<file path="src/rtl/conv_stream_pkg.sv">
package conv_stream_pkg;
  typedef enum logic [1:0] {
    ST_IDLE  = 2'd0,
    ST_RUN   = 2'd1,
    ST_DRAIN = 2'd2
  } seq_state_e;
endpackage

</file>
<file path="src/rtl/conv_operand_store.sv">
module conv_operand_store #(
  parameter int unsigned N  = 8,
  parameter int unsigned DW = 8
) (
  input  logic                   clk_i,
  input  logic                   rst_ni,
  input  logic                   load_i,
  input  logic                   busy_i,
  input  logic                   clear_i,
  input  logic [2*DW-1:0]        data_i,
  output logic [N-1:0][DW-1:0]   a_o,
  output logic [N-1:0][DW-1:0]   b_o
);
  localparam int unsigned CW = $clog2(N + 1);
  localparam int unsigned AW = $clog2(N);

  logic [CW-1:0]         cnt_q;
  logic [N-1:0][DW-1:0]  a_q, b_q;
  logic                  accept;

  assign accept = load_i && !busy_i && (cnt_q < CW'(N));

  always_ff @(posedge clk_i or negedge rst_ni) begin
    if (!rst_ni) begin
      cnt_q <= '0;
      a_q   <= '0;
      b_q   <= '0;
    end else if (clear_i) begin
      cnt_q <= '0;
    end else if (accept) begin
      a_q[cnt_q[AW-1:0]] <= data_i[2*DW-1:DW];
      b_q[cnt_q[AW-1:0]] <= data_i[DW-1:0];
      cnt_q              <= cnt_q + CW'(1);
    end
  end

  assign a_o = a_q;
  assign b_o = b_q;

  AST_CNT_BOUND: assert property (@(posedge clk_i) disable iff (!rst_ni)
    cnt_q <= CW'(N));
  AST_FULL_HOLD: assert property (@(posedge clk_i) disable iff (!rst_ni)
    (cnt_q == CW'(N) && load_i && !clear_i) |=> ($stable(a_q) && $stable(b_q)));
  AST_BUSY_NO_LOAD: assert property (@(posedge clk_i) disable iff (!rst_ni)
    (busy_i && !clear_i) |=> ($stable(cnt_q) && $stable(a_q) && $stable(b_q)));
endmodule

</file>
<file path="src/rtl/conv_dot_unit.sv">
module conv_dot_unit #(
  parameter int unsigned N  = 8,
  parameter int unsigned DW = 8
) (
  input  logic [$clog2(2*N-1)-1:0]         idx_i,
  input  logic [N-1:0][DW-1:0]             a_i,
  input  logic [N-1:0][DW-1:0]             b_i,
  output logic [2*DW+$clog2(N)-1:0]        sum_o
);
  localparam int unsigned IW = $clog2(2*N-1);
  localparam int unsigned AW = $clog2(N);
  localparam int unsigned SW = 2*DW + $clog2(N);

  logic [SW-1:0] prod_w [N];

  // lane g pairs first[N-1-g] with second[idx-g]
  for (genvar g = 0; g < N; g++) begin : g_lane
    logic [IW:0] j_w;
    logic        hit_w;
    assign j_w   = {1'b0, idx_i} - (IW+1)'(g);
    assign hit_w = (idx_i >= IW'(g)) && (j_w < (IW+1)'(N));
    assign prod_w[g] = hit_w ? (SW'(a_i[N-1-g]) * SW'(b_i[j_w[AW-1:0]])) : '0;
  end

  always_comb begin
    sum_o = '0;
    for (int i = 0; i < N; i++) sum_o = sum_o + prod_w[i];
  end
endmodule

</file>
<file path="src/rtl/conv_sequencer.sv">
module conv_sequencer
  import conv_stream_pkg::*;
#(
  parameter int unsigned N = 8
) (
  input  logic                         clk_i,
  input  logic                         rst_ni,
  input  logic                         start_i,
  output logic                         busy_o,
  output logic                         emit_o,
  output logic                         clear_o,
  output logic [$clog2(2*N-1)-1:0]     idx_o
);
  localparam int unsigned IW = $clog2(2*N-1);
  localparam logic [IW-1:0] LAST = IW'(2*N-2);

  seq_state_e    state_q;
  logic [IW-1:0] idx_q;

  always_ff @(posedge clk_i or negedge rst_ni) begin
    if (!rst_ni) begin
      state_q <= ST_IDLE;
      idx_q   <= '0;
    end else begin
      unique case (state_q)
        ST_IDLE: if (start_i) begin
          state_q <= ST_RUN;
          idx_q   <= '0;
        end
        ST_RUN: begin
          if (idx_q == LAST) state_q <= ST_DRAIN;
          else               idx_q   <= idx_q + IW'(1);
        end
        ST_DRAIN: state_q <= ST_IDLE;
        default:  state_q <= ST_IDLE;
      endcase
    end
  end

  assign busy_o  = (state_q != ST_IDLE);
  assign emit_o  = (state_q == ST_RUN);
  assign clear_o = (state_q == ST_DRAIN);
  assign idx_o   = idx_q;

  AST_START_BUSY: assert property (@(posedge clk_i) disable iff (!rst_ni)
    (state_q == ST_IDLE && start_i) |=> (state_q == ST_RUN && idx_q == '0));
  AST_IDX_STEP: assert property (@(posedge clk_i) disable iff (!rst_ni)
    (state_q == ST_RUN && idx_q != LAST) |=> (state_q == ST_RUN && idx_q == IW'($past(idx_q) + IW'(1))));
  AST_IDX_RANGE: assert property (@(posedge clk_i) disable iff (!rst_ni)
    idx_q <= LAST);
  AST_LAST_DRAIN: assert property (@(posedge clk_i) disable iff (!rst_ni)
    (state_q == ST_RUN && idx_q == LAST) |=> (state_q == ST_DRAIN));
  AST_DRAIN_IDLE: assert property (@(posedge clk_i) disable iff (!rst_ni)
    (state_q == ST_DRAIN) |=> (state_q == ST_IDLE));
endmodule

</file>
<file path="src/rtl/conv_stream.sv">
module conv_stream #(
  parameter int unsigned N  = 8,
  parameter int unsigned DW = 8,
  parameter int unsigned OW = 32
) (
  input  logic               clk_i,
  input  logic               rst_ni,
  input  logic               load_i,
  input  logic               start_i,
  input  logic [2*DW-1:0]    data_i,
  output logic [OW-1:0]      res_o,
  output logic               res_valid_o,
  output logic               busy_o
);
  localparam int unsigned IW = $clog2(2*N-1);
  localparam int unsigned SW = 2*DW + $clog2(N);

  logic [N-1:0][DW-1:0] a_w, b_w;
  logic [IW-1:0]        idx_w;
  logic [SW-1:0]        sum_w;
  logic                 busy_w, emit_w, clear_w;
  logic [OW-1:0]        res_q;
  logic                 valid_q;

  conv_sequencer #(.N(N)) u_seq (
    .clk_i   (clk_i),
    .rst_ni  (rst_ni),
    .start_i (start_i),
    .busy_o  (busy_w),
    .emit_o  (emit_w),
    .clear_o (clear_w),
    .idx_o   (idx_w)
  );

  conv_operand_store #(.N(N), .DW(DW)) u_store (
    .clk_i   (clk_i),
    .rst_ni  (rst_ni),
    .load_i  (load_i),
    .busy_i  (busy_w),
    .clear_i (clear_w),
    .data_i  (data_i),
    .a_o     (a_w),
    .b_o     (b_w)
  );

  conv_dot_unit #(.N(N), .DW(DW)) u_dot (
    .idx_i (idx_w),
    .a_i   (a_w),
    .b_i   (b_w),
    .sum_o (sum_w)
  );

  always_ff @(posedge clk_i or negedge rst_ni) begin
    if (!rst_ni) begin
      res_q   <= '0;
      valid_q <= 1'b0;
    end else begin
      valid_q <= emit_w;
      if (emit_w) res_q <= OW'(sum_w);
    end
  end

  assign res_o       = res_q;
  assign res_valid_o = valid_q;
  assign busy_o      = busy_w;

  AST_VALID_IN_BUSY: assert property (@(posedge clk_i) disable iff (!rst_ni)
    res_valid_o |-> busy_o);
  AST_RES_HOLD: assert property (@(posedge clk_i) disable iff (!rst_ni)
    !emit_w |=> $stable(res_q));
  AST_NO_VALID_AFTER_DROP: assert property (@(posedge clk_i) disable iff (!rst_ni)
    $fell(busy_o) |-> !res_valid_o);
endmodule

</file>
<file path="config.mk">
export PLATFORM = sky130hd
export DESIGN_NAME = conv_stream
export DESIGN_NICKNAME = d
export VERILOG_FILES = /design/src/rtl/conv_stream_pkg.sv /design/src/rtl/conv_operand_store.sv /design/src/rtl/conv_dot_unit.sv /design/src/rtl/conv_sequencer.sv /design/src/rtl/conv_stream.sv
export SDC_FILE = /design/constraint.sdc
export NUM_CORES = 2
export LEC_CHECK = 0
export BUFFER_PORTS_ARGS = -buffer_cell sky130_fd_sc_hd__buf_2
export CORE_MARGIN = 2
export CORE_UTILIZATION = 30
export CTS_BUF_LIST = sky130_fd_sc_hd__clkbuf_8 sky130_fd_sc_hd__clkbuf_16
export DETAILED_ROUTE_END_ITERATION = 6
export PLACE_DENSITY = 0.43
export REMOVE_ABC_BUFFERS = 1
export SETUP_SLACK_MARGIN = 0.15
export SLEW_MARGIN = 20
export SYNTH_ARGS = -nofsm -noshare
export SYNTH_HDL_FRONTEND = slang
export SYNTH_HIERARCHICAL = 1
export SYNTH_SLANG_ARGS = --single-unit
</file>
<file path="constraint.sdc">
create_clock -name clk_i -period 9.88 [get_ports clk_i]
set_clock_uncertainty 0.05 [all_clocks]
set_input_delay 1.976 -clock clk_i [delete_from_list [all_inputs] [get_ports clk_i]]
set_output_delay 1.976 -clock clk_i [all_outputs]
set_load 0.05 [all_outputs]
</file>
### Word level (Yosys, flattened, before mapping)

Cells that the tools add are included.

* register bits: 158
* bits in latches: 0
* RAM bits: 0
* ROM bits: 0
* input bits: 20
* output and inout port bits: 34
* word-level logic and storage cells: 134
* memories: 0

* add/subtract/negate cells: 16
* multipliers: 8
* divide/modulo/power cells: 0
* magnitude comparators: 27
* equal/unequal tests: 6
* shift operators: 0
* muxes and demuxes: 36
* bitwise logic cells: 1
* reductions and logical operators: 19

Operators with widths (number)
* $bmux 8 s3: 8
* $add 19x19->19: 7
* $bwmux 64: 2
* $mul 8x8->16: 8
* $mux 16: 8
* $mux 8: 9
* $lt 3x4->1 const B: 9
* $lt 5x4->1 const B: 7
* $demux 8 s3: 1
* $sub 4x3->5 const B: 4
* $ge 4x3->1 const B: 4
* $mux 4: 4
* $logic_and 1x1->1: 11
* $sub 4x2->5 const B: 2
* $add 4x1->4 const B: 2
* $ge 4x1->1 const B: 2
* $ge 4x2->1 const B: 2
* $lt 4x4->1 const B: 2
* $pmux 4 s2: 1
* $reduce_bool 2->1: 3
* $sub 4x1->5 const B: 1
* $eq 4x4->1 const B: 1
* $mux 2: 2
* $ne 2x2->1 const B: 2
* 10 further kinds: 11

### Depth between registers and ports, before layout

* depth in word-level cells: 12
* gate-level depth with buffers: 41

### By module

Netlist, hierarchy kept.

By module, submodules not included
* conv_dot_unit: instances 1, cells each 2559, area an instance 23002.1 um2
* conv_operand_store: instances 1, cells each 295, area an instance 5024.8 um2
* conv_stream: instances 1, cells each 55, area an instance 884.6 um2
* conv_sequencer: instances 1, cells each 38, area an instance 350.3 um2

### Worst setup path before layout

Ideal clock, no wire load.

* path kind: register -> register
* start: reg u_seq.idx_q[1], in the netlist u_seq/idx_o[1]
* end: reg res_q[17], in the netlist res_o[17]
* library setup time: 0.125 ns
* arrival: 9.854 ns
* required time: 9.705 ns
* path slack: -0.149 ns
* stages on the path, launching flop included: 39
* buffers on the path: 6
* path through: dfrtp_1 -> buf_4 -> buf_6 -> buf_4 -> inv_1 -> ha_1 -> buf_2 -> buf_6 -> buf_2 -> mux4_2 -> mux2i_1 -> nand2b_1 -> fa_1 -> fa_1 -> inv_1 -> fa_1 -> inv_1 -> fa_1 -> (+3 left out) -> o21ai_0 -> a21oi_1 -> xor2_1 -> nor2_1 -> fa_1 -> fa_1 -> fa_1 -> inv_1 -> fa_1 -> inv_1 -> ha_1 -> nand3_1 -> o221a_2 -> o21ai_1 -> a2111oi_0 -> nor4b_1 -> o22a_1 -> mux2_4

* longest elaborated chain between the ends: 12
* elaborated cells between the ends (all ways): 70
* those cells by class: add/sub: 14; mul: 8; order compare: 16; mux: 24; reduce/logical: 8

Ends and longest elaborated chain
* start, declared: line conv_sequencer.sv:18 `logic [IW-1:0] idx_q;`
* start signal, assigned: line conv_sequencer.sv:32 `else idx_q <= idx_q + IW'(1);`
* $sub 4x1->5: line conv_dot_unit.sv:20 `assign j_w = {1'b0, idx_i} - (IW+1)'(g);`
* $bmux 8 s3: line conv_dot_unit.sv:22 `assign prod_w[g] = hit_w ? (SW'(a_i[N-1-g]) * SW'(b_i[j_w[AW-1:0]])) : '0;`
* $mux 8 (not written as such): line conv_dot_unit.sv:22
* $mul 8x8->16: line conv_dot_unit.sv:22
* $mux 16: line conv_dot_unit.sv:22
* $add 19x19->19 (6 in series): line conv_dot_unit.sv:27 `for (int i = 0; i < N; i++) sum_o = sum_o + prod_w[i];`
* $add 19x19->19 *: line conv_dot_unit.sv:27
* via sum_w[17]: line conv_stream.sv:20 `logic [SW-1:0] sum_w;`
* end signal, assigned: line conv_stream.sv:59 `if (emit_w) res_q <= OW'(sum_w);`
* end, declared: line conv_stream.sv:22 `logic [OW-1:0] res_q;`

Mark *: on every way through the listed nets, which the timed path passes. The rest lies on a longest branch. The select of a mux whose other input is x is not followed.
A chain may end at the register's enable or synchronous reset.

### Worst setup path after layout

* start: reg u_seq.idx_q[0], in the netlist u_seq/idx_o[0]
* end: reg res_q[17], in the netlist res_o[17]

The elaborated chain is that of the path after synthesis.

==> results.toml <==
[sta]
layout_min_cycle_time_ns = 9.40
drv_slew = 0
setup_viol_count_final = 0
fin_ws_ns = 0.483
timing.fmax_mhz = 106
hold_viol_final = 0
rsz0062_at_grt = "yes"
fin_crit_sh_pct = 95.1
worst_pin_slew_ns = 1.07
slew_headroom_pct = 28.5

[synth]
synth_edf_count = 0
synth_async_sr_flop_share_pct = 100
yosysTopAreaCell = "fa_1"
ys_seq_area_share_pct = 13.5
synth_common_cells = "inv_1, fa_1, ha_1, nor2b_1, nand2_1"
synth-seq-cells = 158
syn_area_um2 = 29300
synth_adder_area_share_pct = 40.1
synth_compound_area_share_pct = 6.70
synthMuxAreaShare_pct = 13.0
avgSynthCellArea_um2 = 9.93
synth_xor_area_share_pct = 2.78
ys_warn_count = 6
ys.flop_type = "dfrtp_1"
yosys.cell_count.top_type = "inv_1"
synth_cells = 2947
yosys.area.top_type_share_pct = 26.2
synthSimpleGateAreaFrac_pct = 15.6
synth_top_family_by_area = "adder cells"
synth_area_leaders = "fa_1, ha_1, dfrtp_1"
synth.distinct_cells = 78

[layout]
fin_cells = 4430
final_cell_area_um2 = 33300
nets = 3866
post-route-util_pct = 34.4
drive_above_1_share_pct = 17.1
areaGrowthSynthToFinish_pct = 13.6

[place]
dp_hpwl_mm = 73.8
post-place-ws_ns = 0.0588
dp.cells = 4366
gp_congestion = 0.873
dpl_cell_area_um2 = 31900
io_buffers = 40

[floorplan]
fp.dieW_um = 316
num_rows = 114
dieArea_um2 = 100000
start_util_pct = 30.3
ioPinCount = 54
die_y_um = 316
core_area_um2 = 96700

[grt]
first_global_vias = 22340
grt-ovfl-total = 0
grt_pass1_wl_mm = 139
grt_max_degree = 68
grt_usage_pct = 18.7
antenna_found_initial = 7

[worst_setup_path]
start_kind = "flip-flop"
cp_slowest_stage_delay_ns = 0.62
worstSetupEndpointType = "flip-flop"
critPathTopFamily = "adder cells"
path_buf_inv = 10
critPathSlowestCell = "fa_1"
path_class = "reg2reg"
critPathArrivalTime_ns = 9.73
worstPathRequired_ns = 10.21
path_max_fanout = 7
cp_common_cell = "fa_1"

[status]
outcome = "complete, no violations"

[power]
netSwitchingPower_mw = 1.59
p_comb_share_pct = 54.3
pwr-share-clk_pct = 20.8
p_leak_nw = 17.0
ir_drop_uv = 152
sw_frac_of_total_pct = 43.9
p_per_area_nw_per_um2 = 109
intPower_mw = 2.02
seq_power_share_pct = 24.9

[clocking]
clockBufferDepth = 2
cts_tree = "yes"
numCtsBuffers = 17
cts_hold_buffers = 0
clock_latency_ns = 0.50
cts_sinks = 158
htree_num_levels = 4
cts-root-buf = "clkbuf_16"
clk_pin_slew_ns = 0.07

[routing]
drc = 0
first_pass_iters = 5
wl_per_cell_um = 20.4
antenna_left = 0
wirelength_mm = 90.3
via_count = 20921
drtIter0Drc = 992
viasPerCell = 4.72

[flow_run]
maxCapViolCount = 0

[worst_hold_path]
hold_class = "reg2reg"
==> sequential cells by signal (all words and copies together), names as in the netlist <==
name	count
u_store/b_o	64
u_store/cnt_q	4
res_o	19
u_seq/state_q	2
u_seq/idx_o	4
u_store/a_o	64
res_valid_o	1
==> final cells by class <==
cell class,instances,area [µm²]
Fill cell,10063,63500
Clock inverter,14,193
Timing Repair Buffer,219,1790
Antenna cell,2,5.00
Clock buffer,18,439
Tap cell,1276,1600
Inverter,542,2030
Sequential cell,158,3960
Multi-Input combinational cell,2201,23200
==> final timing paths <==
path | startpoint | end | slack (ns) | depth (start not counted)
max reg2reg | u_seq/idx_o[0] | res_o[17] | 0.48 | 35
min in group asynchronous | rst_ni | u_store/a_o[61] | 1.37 | 1
max in group asynchronous | rst_ni | u_seq/idx_o[0] | 7.03 | 2
max | u_seq/idx_o[0] | res_o[17] | 0.48 | 35
min | res_o[13] | res_o[13] | 0.47 | 1
min reg2reg | res_o[13] | res_o[13] | 0.47 | 1
==> cells by family (layout without fill, tap and decap cells) <==
kind of cell	count (synthesis)	count (layout)
flip-flops	158	158
other	1	15
AND/OR/NAND/NOR	816	816
multiplexers	275	275
adder cells (fa/ha/maj)	707	707
buffers and inverters	600	793
XOR/XNOR	92	92
AO/OA/AOI/OAI	298	298
==> repair_timing <==
item                       CTS  global route
cloned                       1             5
buffers inserted             0            24
setup endpoints to repair    4             7
pin swaps                    0            15
gates resized for setup      5            84
==> metal layers <==
layer  vias to the layer above  routed length (µm)  part of all wire, %  GRT usage (%)
li1                       9935                   -                    -              -
met1                     10579               42100                   47           25.1
met2                       345               42200                   47           30.7
met3                        62                3610                  4.0           3.33
met4                         0                2440                  2.7           5.44
met5                         -                   0                    0              0
==> through the flow <==
step                TNS, ns  hold WS [ns]  power [mW]
floorplan            -21.78         0.473        1.90
global placement          0         0.447        2.60
detailed placement        0         0.446        2.60
CTS                       0         0.472        3.41
global route              0         0.486        3.81
finish                    0         0.468        3.61
==> power by group through the flow <==
stage	clock [mW]	combinational, mW	sequential, mW
after floorplan	0	0.962	0.934
final	0.749	1.96	0.899
after CTS	0.779	1.73	0.900
after global placement	0	1.69	0.913
after detailed placement	0	1.69	0.912
after global routing	0.796	2.09	0.918
==> layout by cell type, fill, tap and decap left out, types with 17 or more instances in the layout <==
master,count
mux2_2,142
xor2_1,44
xnor2_1,46
a21oi_1,61
and2_1,55
nand2b_1,89
buf_4,155
buf_2,39
mux2i_1,38
nand3_1,25
nor2_1,86
and2b_1,55
fa_1,381
a211oi_1,32
a21o_1,30
o21ai_0,60
clkbuf_16,21
ha_1,318
nor2b_1,274
dfrtp_1,155
o21bai_1,17
mux4_2,64
nand2_1,163
inv_1,540
Power figures use the tool's default switching activity.
